===== config.mk =====
export PLATFORM = sky130hd
export DESIGN_NAME = cubic_poly_eval
export DESIGN_NICKNAME = d
export VERILOG_FILES = /design/src/rtl/cpe_pkg.sv /design/src/rtl/cpe_square.sv /design/src/rtl/cpe_products.sv /design/src/rtl/cpe_sum.sv /design/src/rtl/cubic_poly_eval.sv
export SDC_FILE = /design/constraint.sdc
export NUM_CORES = 2
export LEC_CHECK = 0
export ABC_AREA = 1
export BUFFER_PORTS_ARGS = -buffer_cell sky130_fd_sc_hd__buf_2
export CAP_MARGIN = 20
export CELL_PAD_IN_SITES_DETAIL_PLACEMENT = 1
export CELL_PAD_IN_SITES_GLOBAL_PLACEMENT = 2
export CORE_MARGIN = 2
export CORE_UTILIZATION = 44
export DETAILED_ROUTE_END_ITERATION = 6
export GPL_TIMING_DRIVEN = 0
export PLACE_DENSITY_LB_ADDON = 0.1
export SLEW_MARGIN = 10
export SYNTH_ARGS = -nofsm -noshare
export SYNTH_HDL_FRONTEND = slang
export SYNTH_HIERARCHICAL = 1
export SYNTH_SLANG_ARGS = --single-unit

===== constraint.sdc =====
create_clock -name clk -period 15.4 [get_ports clk]
set_input_delay 2.31 -clock clk [delete_from_list [all_inputs] [get_ports clk]]
set_output_delay 2.31 -clock clk [all_outputs]
set_load 0.03 [all_outputs]

===== src/rtl/cpe_pkg.sv =====
package cpe_pkg;

    localparam int X_W    = 16;
    localparam int FRAC_W = 16;
    localparam int COEF_W = 24;
    localparam int SQ_W   = 2 * X_W;
    localparam int CUBE_W = 3 * X_W;
    localparam int T2_W   = SQ_W + COEF_W;
    localparam int T1_W   = X_W + COEF_W;
    localparam int ACC_W  = CUBE_W + COEF_W;

    // Coefficients scaled by 2**FRAC_W and rounded to integers.
    localparam logic signed [COEF_W-1:0] K3 = -24'sd10918;
    localparam logic signed [COEF_W-1:0] K2 =  24'sd163840;
    localparam logic signed [COEF_W-1:0] K1 = -24'sd1419903;
    localparam logic signed [COEF_W-1:0] K0 =  24'sd2402897;

    typedef struct packed {
        logic signed [X_W-1:0]  x;
        logic signed [SQ_W-1:0] sq;
    } sq_stage_t;

    typedef struct packed {
        logic signed [CUBE_W-1:0] cube;
        logic signed [T2_W-1:0]   t2;
        logic signed [T1_W-1:0]   t1;
    } prod_stage_t;

    // Add half an LSB, then drop the fraction (ties go up).
    function automatic logic signed [ACC_W-1:0] round_half_up(
        input logic signed [ACC_W-1:0] v);
        logic signed [ACC_W-1:0] half;
        half = ACC_W'(1) <<< (FRAC_W - 1);
        return (v + half) >>> FRAC_W;
    endfunction

    // Clamp a wide signed integer into the X_W-bit output range.
    function automatic logic signed [X_W-1:0] clamp_out(
        input logic signed [ACC_W-1:0] v);
        logic signed [ACC_W-1:0] hi;
        logic signed [ACC_W-1:0] lo;
        hi = {{(ACC_W-X_W+1){1'b0}}, {(X_W-1){1'b1}}};
        lo = {{(ACC_W-X_W+1){1'b1}}, {(X_W-1){1'b0}}};
        if (v > hi)      return hi[X_W-1:0];
        else if (v < lo) return lo[X_W-1:0];
        else             return v[X_W-1:0];
    endfunction

endpackage


===== src/rtl/cpe_square.sv =====
module cpe_square
    import cpe_pkg::*;
(
    input  logic                  clk,
    input  logic                  rst,
    input  logic                  in_vld,
    input  logic signed [X_W-1:0] in_x,
    output logic                  s1_vld,
    output sq_stage_t             s1
);
    logic signed [SQ_W-1:0] x_ext;
    logic signed [SQ_W-1:0] sq_c;

    always_comb begin
        x_ext = SQ_W'(in_x);
        sq_c  = x_ext * x_ext;
    end

    always_ff @(posedge clk) begin
        if (rst) s1_vld <= 1'b0;
        else     s1_vld <= in_vld;
        if (in_vld && !rst) begin
            s1.x  <= in_x;
            s1.sq <= sq_c;
        end
    end
endmodule


===== src/rtl/cpe_products.sv =====
module cpe_products
    import cpe_pkg::*;
(
    input  logic        clk,
    input  logic        rst,
    input  logic        s1_vld,
    input  sq_stage_t   s1,
    output logic        s2_vld,
    output prod_stage_t s2
);
    logic signed [CUBE_W-1:0] cube_c;
    logic signed [T2_W-1:0]   t2_c;
    logic signed [T1_W-1:0]   t1_c;

    always_comb begin
        cube_c = CUBE_W'($signed(s1.sq)) * CUBE_W'($signed(s1.x));
        t2_c   = T2_W'($signed(s1.sq)) * T2_W'(K2);
        t1_c   = T1_W'($signed(s1.x)) * T1_W'(K1);
    end

    always_ff @(posedge clk) begin
        if (rst) s2_vld <= 1'b0;
        else     s2_vld <= s1_vld;
        if (s1_vld && !rst) begin
            s2.cube <= cube_c;
            s2.t2   <= t2_c;
            s2.t1   <= t1_c;
        end
    end
endmodule


===== src/rtl/cpe_sum.sv =====
module cpe_sum
    import cpe_pkg::*;
(
    input  logic                  clk,
    input  logic                  rst,
    input  logic                  s2_vld,
    input  prod_stage_t           s2,
    output logic                  out_vld,
    output logic signed [X_W-1:0] out_y
);
    logic signed [ACC_W-1:0] t3_c;
    logic signed [ACC_W-1:0] sum_c;
    logic signed [ACC_W-1:0] int_c;
    logic signed [X_W-1:0]   sat_c;

    always_comb begin
        t3_c  = ACC_W'($signed(s2.cube)) * ACC_W'(K3);
        sum_c = t3_c + ACC_W'($signed(s2.t2)) + ACC_W'($signed(s2.t1)) + ACC_W'(K0);
        int_c = round_half_up(sum_c);
        sat_c = clamp_out(int_c);
    end

    always_ff @(posedge clk) begin
        if (rst) out_vld <= 1'b0;
        else     out_vld <= s2_vld;
        if (s2_vld && !rst) out_y <= sat_c;
    end
endmodule


===== src/rtl/cubic_poly_eval.sv =====
module cubic_poly_eval
    import cpe_pkg::*;
(
    input  logic                  clk,
    input  logic                  rst,
    input  logic                  in_vld,
    input  logic signed [15:0]    in_x,
    output logic                  out_vld,
    output logic signed [15:0]    out_y
);
    logic        s1_vld;
    sq_stage_t   s1;
    logic        s2_vld;
    prod_stage_t s2;

    cpe_square u_sq (
        .clk(clk), .rst(rst), .in_vld(in_vld), .in_x(in_x),
        .s1_vld(s1_vld), .s1(s1)
    );

    cpe_products u_prod (
        .clk(clk), .rst(rst), .s1_vld(s1_vld), .s1(s1),
        .s2_vld(s2_vld), .s2(s2)
    );

    cpe_sum u_sum (
        .clk(clk), .rst(rst), .s2_vld(s2_vld), .s2(s2),
        .out_vld(out_vld), .out_y(out_y)
    );
endmodule


# Word-level counts from Yosys, hierarchy flattened
# Index checks and enable logic that the tools add are counted.
# Widths: inputs -> output; s select.
# word_totals
out_inout_bits	17
reg_bits	189
inputBits	19
elab_cells	25
# op_classes
mul	5
magnitude_cmp	2
reduce_logical	4
mux	1
add_sub_neg	4
# op_table
operator	count
$add 72x17->72 const B	1
$add 72x23->72 const B	1
$add 64x38->65	1
$add 63x51->64	1
$mul 48x14->62 const B	1
$gt 56x16->1 const B	1
$lt 56x16->1 const B	1
$mul 32x16->48	1
$mul 16x22->38 const B	1
$mul 32x4->36 const B	1
$mul 16x16->32	1
$mux 16	1
$logic_and 1x1->1	3
$logic_not 1->1	1

# Longest topological paths before layout
# logic_depth
depth_word	7
depth_mapped	58
depth_no_buf	57

# By module
# Netlist, hierarchy kept.
# modules_own_cells
mod	seq_area_each_um2	instances	area_per_inst_um2	cells_each
cpe_products	3683.5	1	32967.9	4134
cpe_sum	500.5	1	24259.5	3512
cpe_square	1401.3	1	11310.8	1357

# Worst setup path before layout
# Ideal clock, no wire load.
# synth_path
path_type	register to register
from	register u_prod/s2[103] (netlist name)
to	register u_sum.out_y[10], data pin
arrival_ps	8428
path_stages_with_launch	53
path_slack_ps	6720
required_ps	15147
path_buffers	1
setup_ps	253
synth_period_minus_slack_ps	8680
path_cell_list	edfxtp_1 ha_1 inv_1 fa_1 inv_1 fa_1 inv_1 fa_1 inv_1 fa_1 ha_1 ha_1 a21oi_1 o21ai_0 a21oi_1 o21bai_1 nand2_1 nand2_1 [... 17 more ...] nand2_1 nand3_1 nand2_1 nand2_1 nand2_1 nor2_1 nand2_1 nor2_1 nand3_1 nand2_1 nand3_1 nor3_1 nand2_1 nor2_1 nand3_1 nand2_2 buf_8 nand2_1
# synth_via
elab_chain_cells	7
word_cells_on_any_way	8
classes_between	4 x add/sub; 1 x mul; 2 x order compare; 1 x mux
# synth_lines
element	line	source
$mul 48x14->62 *	cpe_sum.sv:17	t3_c = ACC_W'($signed(s2.cube)) * ACC_W'(K3);
$add 63x51->64 *	cpe_sum.sv:18	sum_c = t3_c + ACC_W'($signed(s2.t2)) + ACC_W'($signed(s2.t1)) + ACC_W'(K0);
$add 64x38->65 *	cpe_sum.sv:18	
$add 72x23->72 *	cpe_sum.sv:18	
$add 72x17->72 *	cpe_pkg.sv:34	return (v + half) >>> FRAC_W;
$lt 56x16->1	cpe_pkg.sv:45	else if (v < lo) return lo[X_W-1:0];
$mux 16	cpe_pkg.sv:45	
end signal: assignment	cpe_sum.sv:26	if (s2_vld && !rst) out_y <= sat_c;
end: declaration	cpe_sum.sv:9	output logic signed [X_W-1:0] out_y
# Every way passes the cells marked *; elsewhere a longest branch is shown, timed or not.
# A chain may end at the register's enable or synchronous reset.

# Worst setup path after layout
# layout_path
from	register u_prod/s2[107] (netlist name)
to	register u_sum.out_y[7], data pin
# layout_via
elab_chain_cells	7
word_cells_on_any_way	8
classes_between	4 x add/sub; 1 x mul; 2 x order compare; 1 x mux
# layout_lines
element	line
$mul 48x14->62 *	cpe_sum.sv:17
$add 63x51->64 *	cpe_sum.sv:18
$add 64x38->65 *	cpe_sum.sv:18
$add 72x23->72 *	cpe_sum.sv:18
$add 72x17->72 *	cpe_pkg.sv:34
$lt 56x16->1	cpe_pkg.sv:45
$mux 16	cpe_pkg.sv:45
# Marks and branches as above.

==> flow_summary_export.csv <==
group,metric,value,unit
run_status,status,"finished clean",
critical_path,timing.critical_path.to_type,"flop",
clock_network,cts_made_buffers,17,
critical_path,timing.reg2reg.worst_path_depth,50,
floorplanning,die_area,0.1589,mm²
timing,rsz0062_at_grt,"no",
layout,final_layout_size_suffix_gt1_share,4.520,%
critical_path,critical_path.startpoint_type,"flop",
placement,io_buffers,35,
synth,syn-mean-instance-area,7.613,µm²
floorplanning,placementRows,144,
clock_network,clkSlewWorstSetupHoldPaths,90,ps
synth,async_flop_share,0,%
timing,fin_crit,11130,ps
floorplanning,fp.dieW,398.7,µm
critical_path,crit_buf_inv,4,
timing,fmaxAchievable,89.82,MHz
hold_path,source_of_the_worst_hold_timing_path,"u_prod/s2_vld$_SDFF_PP0_",
critical_path,path_max_fanout,10,
grt,grt_pass1_vias,63645,
synth,postSynthCellCount,9003,
critical_path,cp-startpoint,"u_prod/s2[107]$_DFFE_PP_",
hold_path,worstHoldPathCells,2,
grt,grt_pass1_wl,366300,µm
critical_path,critical_path.reg2reg.endpoint,"u_sum/out_y[7]$_SDFFCE_PN1P_",
layout,fillerInstances,19464,
floorplanning,die_height,398.7,µm
detailed_routing,route.detailed.wl_per_inst,21.09,µm
timing,worst_slew_pin_tran,1196,ps
placement,final_weighted_congestion_in_routability_driven_placement,0.9301,
critical_path,worstPathArrival,11410,ps
timing,final_hold_viol_count,0,
synth,top_ff_cell_synth,"sky130_fd_sc_hd__edfxtp_1",
synth,ys_warn_count,6,
synth,postSynthRegisterBits,187,
flow_run,maxCapViolCount,0,
critical_path,largest_stage_delay_on_the_critical_path,570,ps
grt,grt_max_degree,33,
placement,place.detailed.instances,11104,
timing,fin_tns_setup,0,ps
detailed_routing,routed_via_density,5.051,
critical_path,cp_slowest_cell,"sky130_fd_sc_hd__edfxtp_1",
placement,hpwl,211600,µm
timing,slew_headroom,20.29,%
critical_path,worstReg2RegStart,"u_prod/s2[107]$_DFFE_PP_",
clock_network,cts.path.max_buffers,2,
grt,grt-ovfl-total,0,
critical_path,crit_required,15680,ps
synth,synth-edff-count,184,
grt,number_of_antenna_violations_at_the_first_check_in_global_routing,4,
layout,area_growth_syn_to_layout,5.243,%
floorplanning,effective_utilization_at_floorplan,44.39,%
clock_network,cts_sinks,187,
clock_network,cts_hold_buffers,0,
floorplanning,ios,36,
detailed_routing,final_antenna_net_count,0,
detailed_routing,firstDrtPassIters,5,
detailed_routing,wirelength,234900,µm
synth,count_of_unique_library_cells_instantiated_by_yosys,60,
critical_path,critPathMostFrequentCell,"sky130_fd_sc_hd__nand2_1",
timing,finClkSkew,32.50,ps
synth,synth_sequential_area_ratio,8.149,%
synth,synth_top_area_share,35.17,%
hold_path,min_delay_worst_endpoint,"u_sum/out_vld$_SDFF_PP0_",
clock_network,clock_insertion_delay_worst_skew,540,ps
timing,final_count_of_pins_violating_max_slew,0,
timing,finalCritPeriodShare,72.29,%
clock_network,cts_tree,"yes",
detailed_routing,vias,56277,
clock_network,cts_htree_levels,4,
clock_network,postCtsSetupBuffers,0,
layout,post_layout_nonfiller_instances,11142,
critical_path,timing.setup.critical_path_class,"reg2reg",
clock_network,ctsResizeCount,0,
detailed_routing,drc_errors,0,
synth,synth_largest_area_cell,"sky130_fd_sc_hd__fa_1",
timing,setup-violations-final,0,
critical_path,timing.reg2reg.setup_slack,4270,ps
layout,final_nets,11066,
hold_path,min_path_type,"reg2reg",
clock_network,clock_tree.root_cell,"sky130_fd_sc_hd__clkbuf_16",
grt,grt_usage,30.57,%
detailed_routing,drt_iter0_drc,2559,
synth,synth.top_cells.by_area,"sky130_fd_sc_hd__fa_1 35%, sky130_fd_sc_hd__inv_1 14%, sky130_fd_sc_hd__ha_1 14%",
synth,mappedNetlistArea,0.06854,mm²
critical_path,critical-path-top-delay-family,"adder cells",
floorplanning,design.core.area,0.1544,mm²
-- tightest hold or removal path, stage by stage, from the launching register on --
cell	delay (ps)
sky130_fd_sc_hd__dfxtp_1	300
sky130_fd_sc_hd__inv_1	70
sky130_fd_sc_hd__nor2_1	50
-- flip-flops by register name, summed over array words and instances, names as in the netlist --
register / cells
u_prod/s2: 122
u_sq/s1: 46
u_sum/out_y: 16
u_prod/s2_vld: 1
u_sq/s1_vld: 1
u_sum/out_vld: 1
-- cells by family (layout without fill, tap and decap cells) --
logic type      count (synthesis)  in the layout  synth area share [%]
simple gates                 3400           3400                 21.11
buf+inv                      2795           2870                 15.48
fa+ha+maj                    1969           1969                 49.13
compound gates                470            470                 3.794
flops                         187            187                 8.149
xor+xnor                      179            179                 2.315
other cells                     2             22               0.01096
mux                             1              1               0.01460
-- placed cells by master (no fill, tap or decap), types with 24 or more instances in the layout --
cell type,netlist,layout
sky130_fd_sc_hd__ha_1,764,764
sky130_fd_sc_hd__nand3_1,292,292
sky130_fd_sc_hd__nor2_2,58,59
sky130_fd_sc_hd__nand2_2,112,112
sky130_fd_sc_hd__clkbuf_1,146,147
sky130_fd_sc_hd__nand4_1,80,80
sky130_fd_sc_hd__inv_2,37,37
sky130_fd_sc_hd__buf_2,1,36
sky130_fd_sc_hd__a21oi_1,263,263
sky130_fd_sc_hd__nor3_1,33,33
sky130_fd_sc_hd__nand2_1,2255,2255
sky130_fd_sc_hd__nand3_2,28,28
sky130_fd_sc_hd__nor2_4,24,26
sky130_fd_sc_hd__o21ai_0,106,106
sky130_fd_sc_hd__edfxtp_1,184,184
sky130_fd_sc_hd__fa_1,1204,1204
sky130_fd_sc_hd__xnor2_1,49,49
sky130_fd_sc_hd__o21bai_1,28,28
sky130_fd_sc_hd__inv_1,2572,2572
sky130_fd_sc_hd__buf_4,24,24
sky130_fd_sc_hd__xor2_1,129,129
sky130_fd_sc_hd__nor2_1,455,452
-- routing by layer --
layer	track usage [%]	wire length, µm	part of all wire, %	up-vias
li1	-	-	-	26466
met1	36.78	96980	41	28462
met2	55.40	119100	51	949
met3	2.645	7100	3.0	396
met4	13.59	11750	5.0	4
met5	0	27	0.011	-
-- per-stage QoR --
step / hold slack (ps) / worst slack, ps / util (%) / cell area, µm²
after floorplan: 410.4 / 6720 / - / 68590
after global routing: 502.7 / 3454 / 46.71 / 72120
after global placement: 413.8 / 4411 / 46.19 / 71320
final: 469.5 / 4267 / 46.72 / 72130
after detailed placement: 457.1 / 4203 / 46.30 / 71490
after CTS: 471.3 / 4182 / 46.71 / 72120
-- how the worst max path moves through the flow --
stage	end	slack (ps)	cells after the start
floorplan	u_sum/out_y[10]$_SDFFCE_PN1P_	6720	52
global placement	u_sum/out_y[3]$_SDFFCE_PN1P_	4410	50
detailed placement	u_sum/out_y[7]$_SDFFCE_PN1P_	4200	51
CTS	u_sum/out_y[7]$_SDFFCE_PN1P_	4180	51
global route	u_sum/out_y[7]$_SDFFCE_PN1P_	3450	53
finish	u_sum/out_y[7]$_SDFFCE_PN1P_	4270	50
-- cell usage after synthesis (8+ instances only) --
cell type,number
sky130_fd_sc_hd__a21o_1,13
sky130_fd_sc_hd__a21oi_1,263
sky130_fd_sc_hd__buf_4,24
sky130_fd_sc_hd__clkbuf_1,146
sky130_fd_sc_hd__clkinv_1,11
sky130_fd_sc_hd__edfxtp_1,184
sky130_fd_sc_hd__fa_1,1204
sky130_fd_sc_hd__ha_1,764
sky130_fd_sc_hd__inv_1,2572
sky130_fd_sc_hd__inv_2,37
sky130_fd_sc_hd__nand2_1,2255
sky130_fd_sc_hd__nand2_2,112
sky130_fd_sc_hd__nand2_4,9
sky130_fd_sc_hd__nand3_1,292
sky130_fd_sc_hd__nand3_2,28
sky130_fd_sc_hd__nand3b_1,16
sky130_fd_sc_hd__nand4_1,80
sky130_fd_sc_hd__nor2_1,455
sky130_fd_sc_hd__nor2_2,58
sky130_fd_sc_hd__nor2_4,24
sky130_fd_sc_hd__nor3_1,33
sky130_fd_sc_hd__nor3_2,11
sky130_fd_sc_hd__o21ai_0,106
sky130_fd_sc_hd__o21ai_1,14
sky130_fd_sc_hd__o21bai_1,28
sky130_fd_sc_hd__or2_2,8
sky130_fd_sc_hd__xnor2_1,49
sky130_fd_sc_hd__xor2_1,129
-- final cells by class --
class	count	area (µm²)	area share, %
sequential	187	5585	7.743
multi-input combinational	6035	52410	72.66
timing repair buffer	43	327.8	0.4545
tap	2044	2557	3.546
clock buffer	18	429.2	0.5950
inverter	2620	9834	13.63
antenna	6	15.01	0.02082
clock inverter	14	193.9	0.2689
buffer	175	775.7	1.075
Power is not shown: default switching activity piles up to over one toggle a cycle in this logic, so the estimate is an artifact.
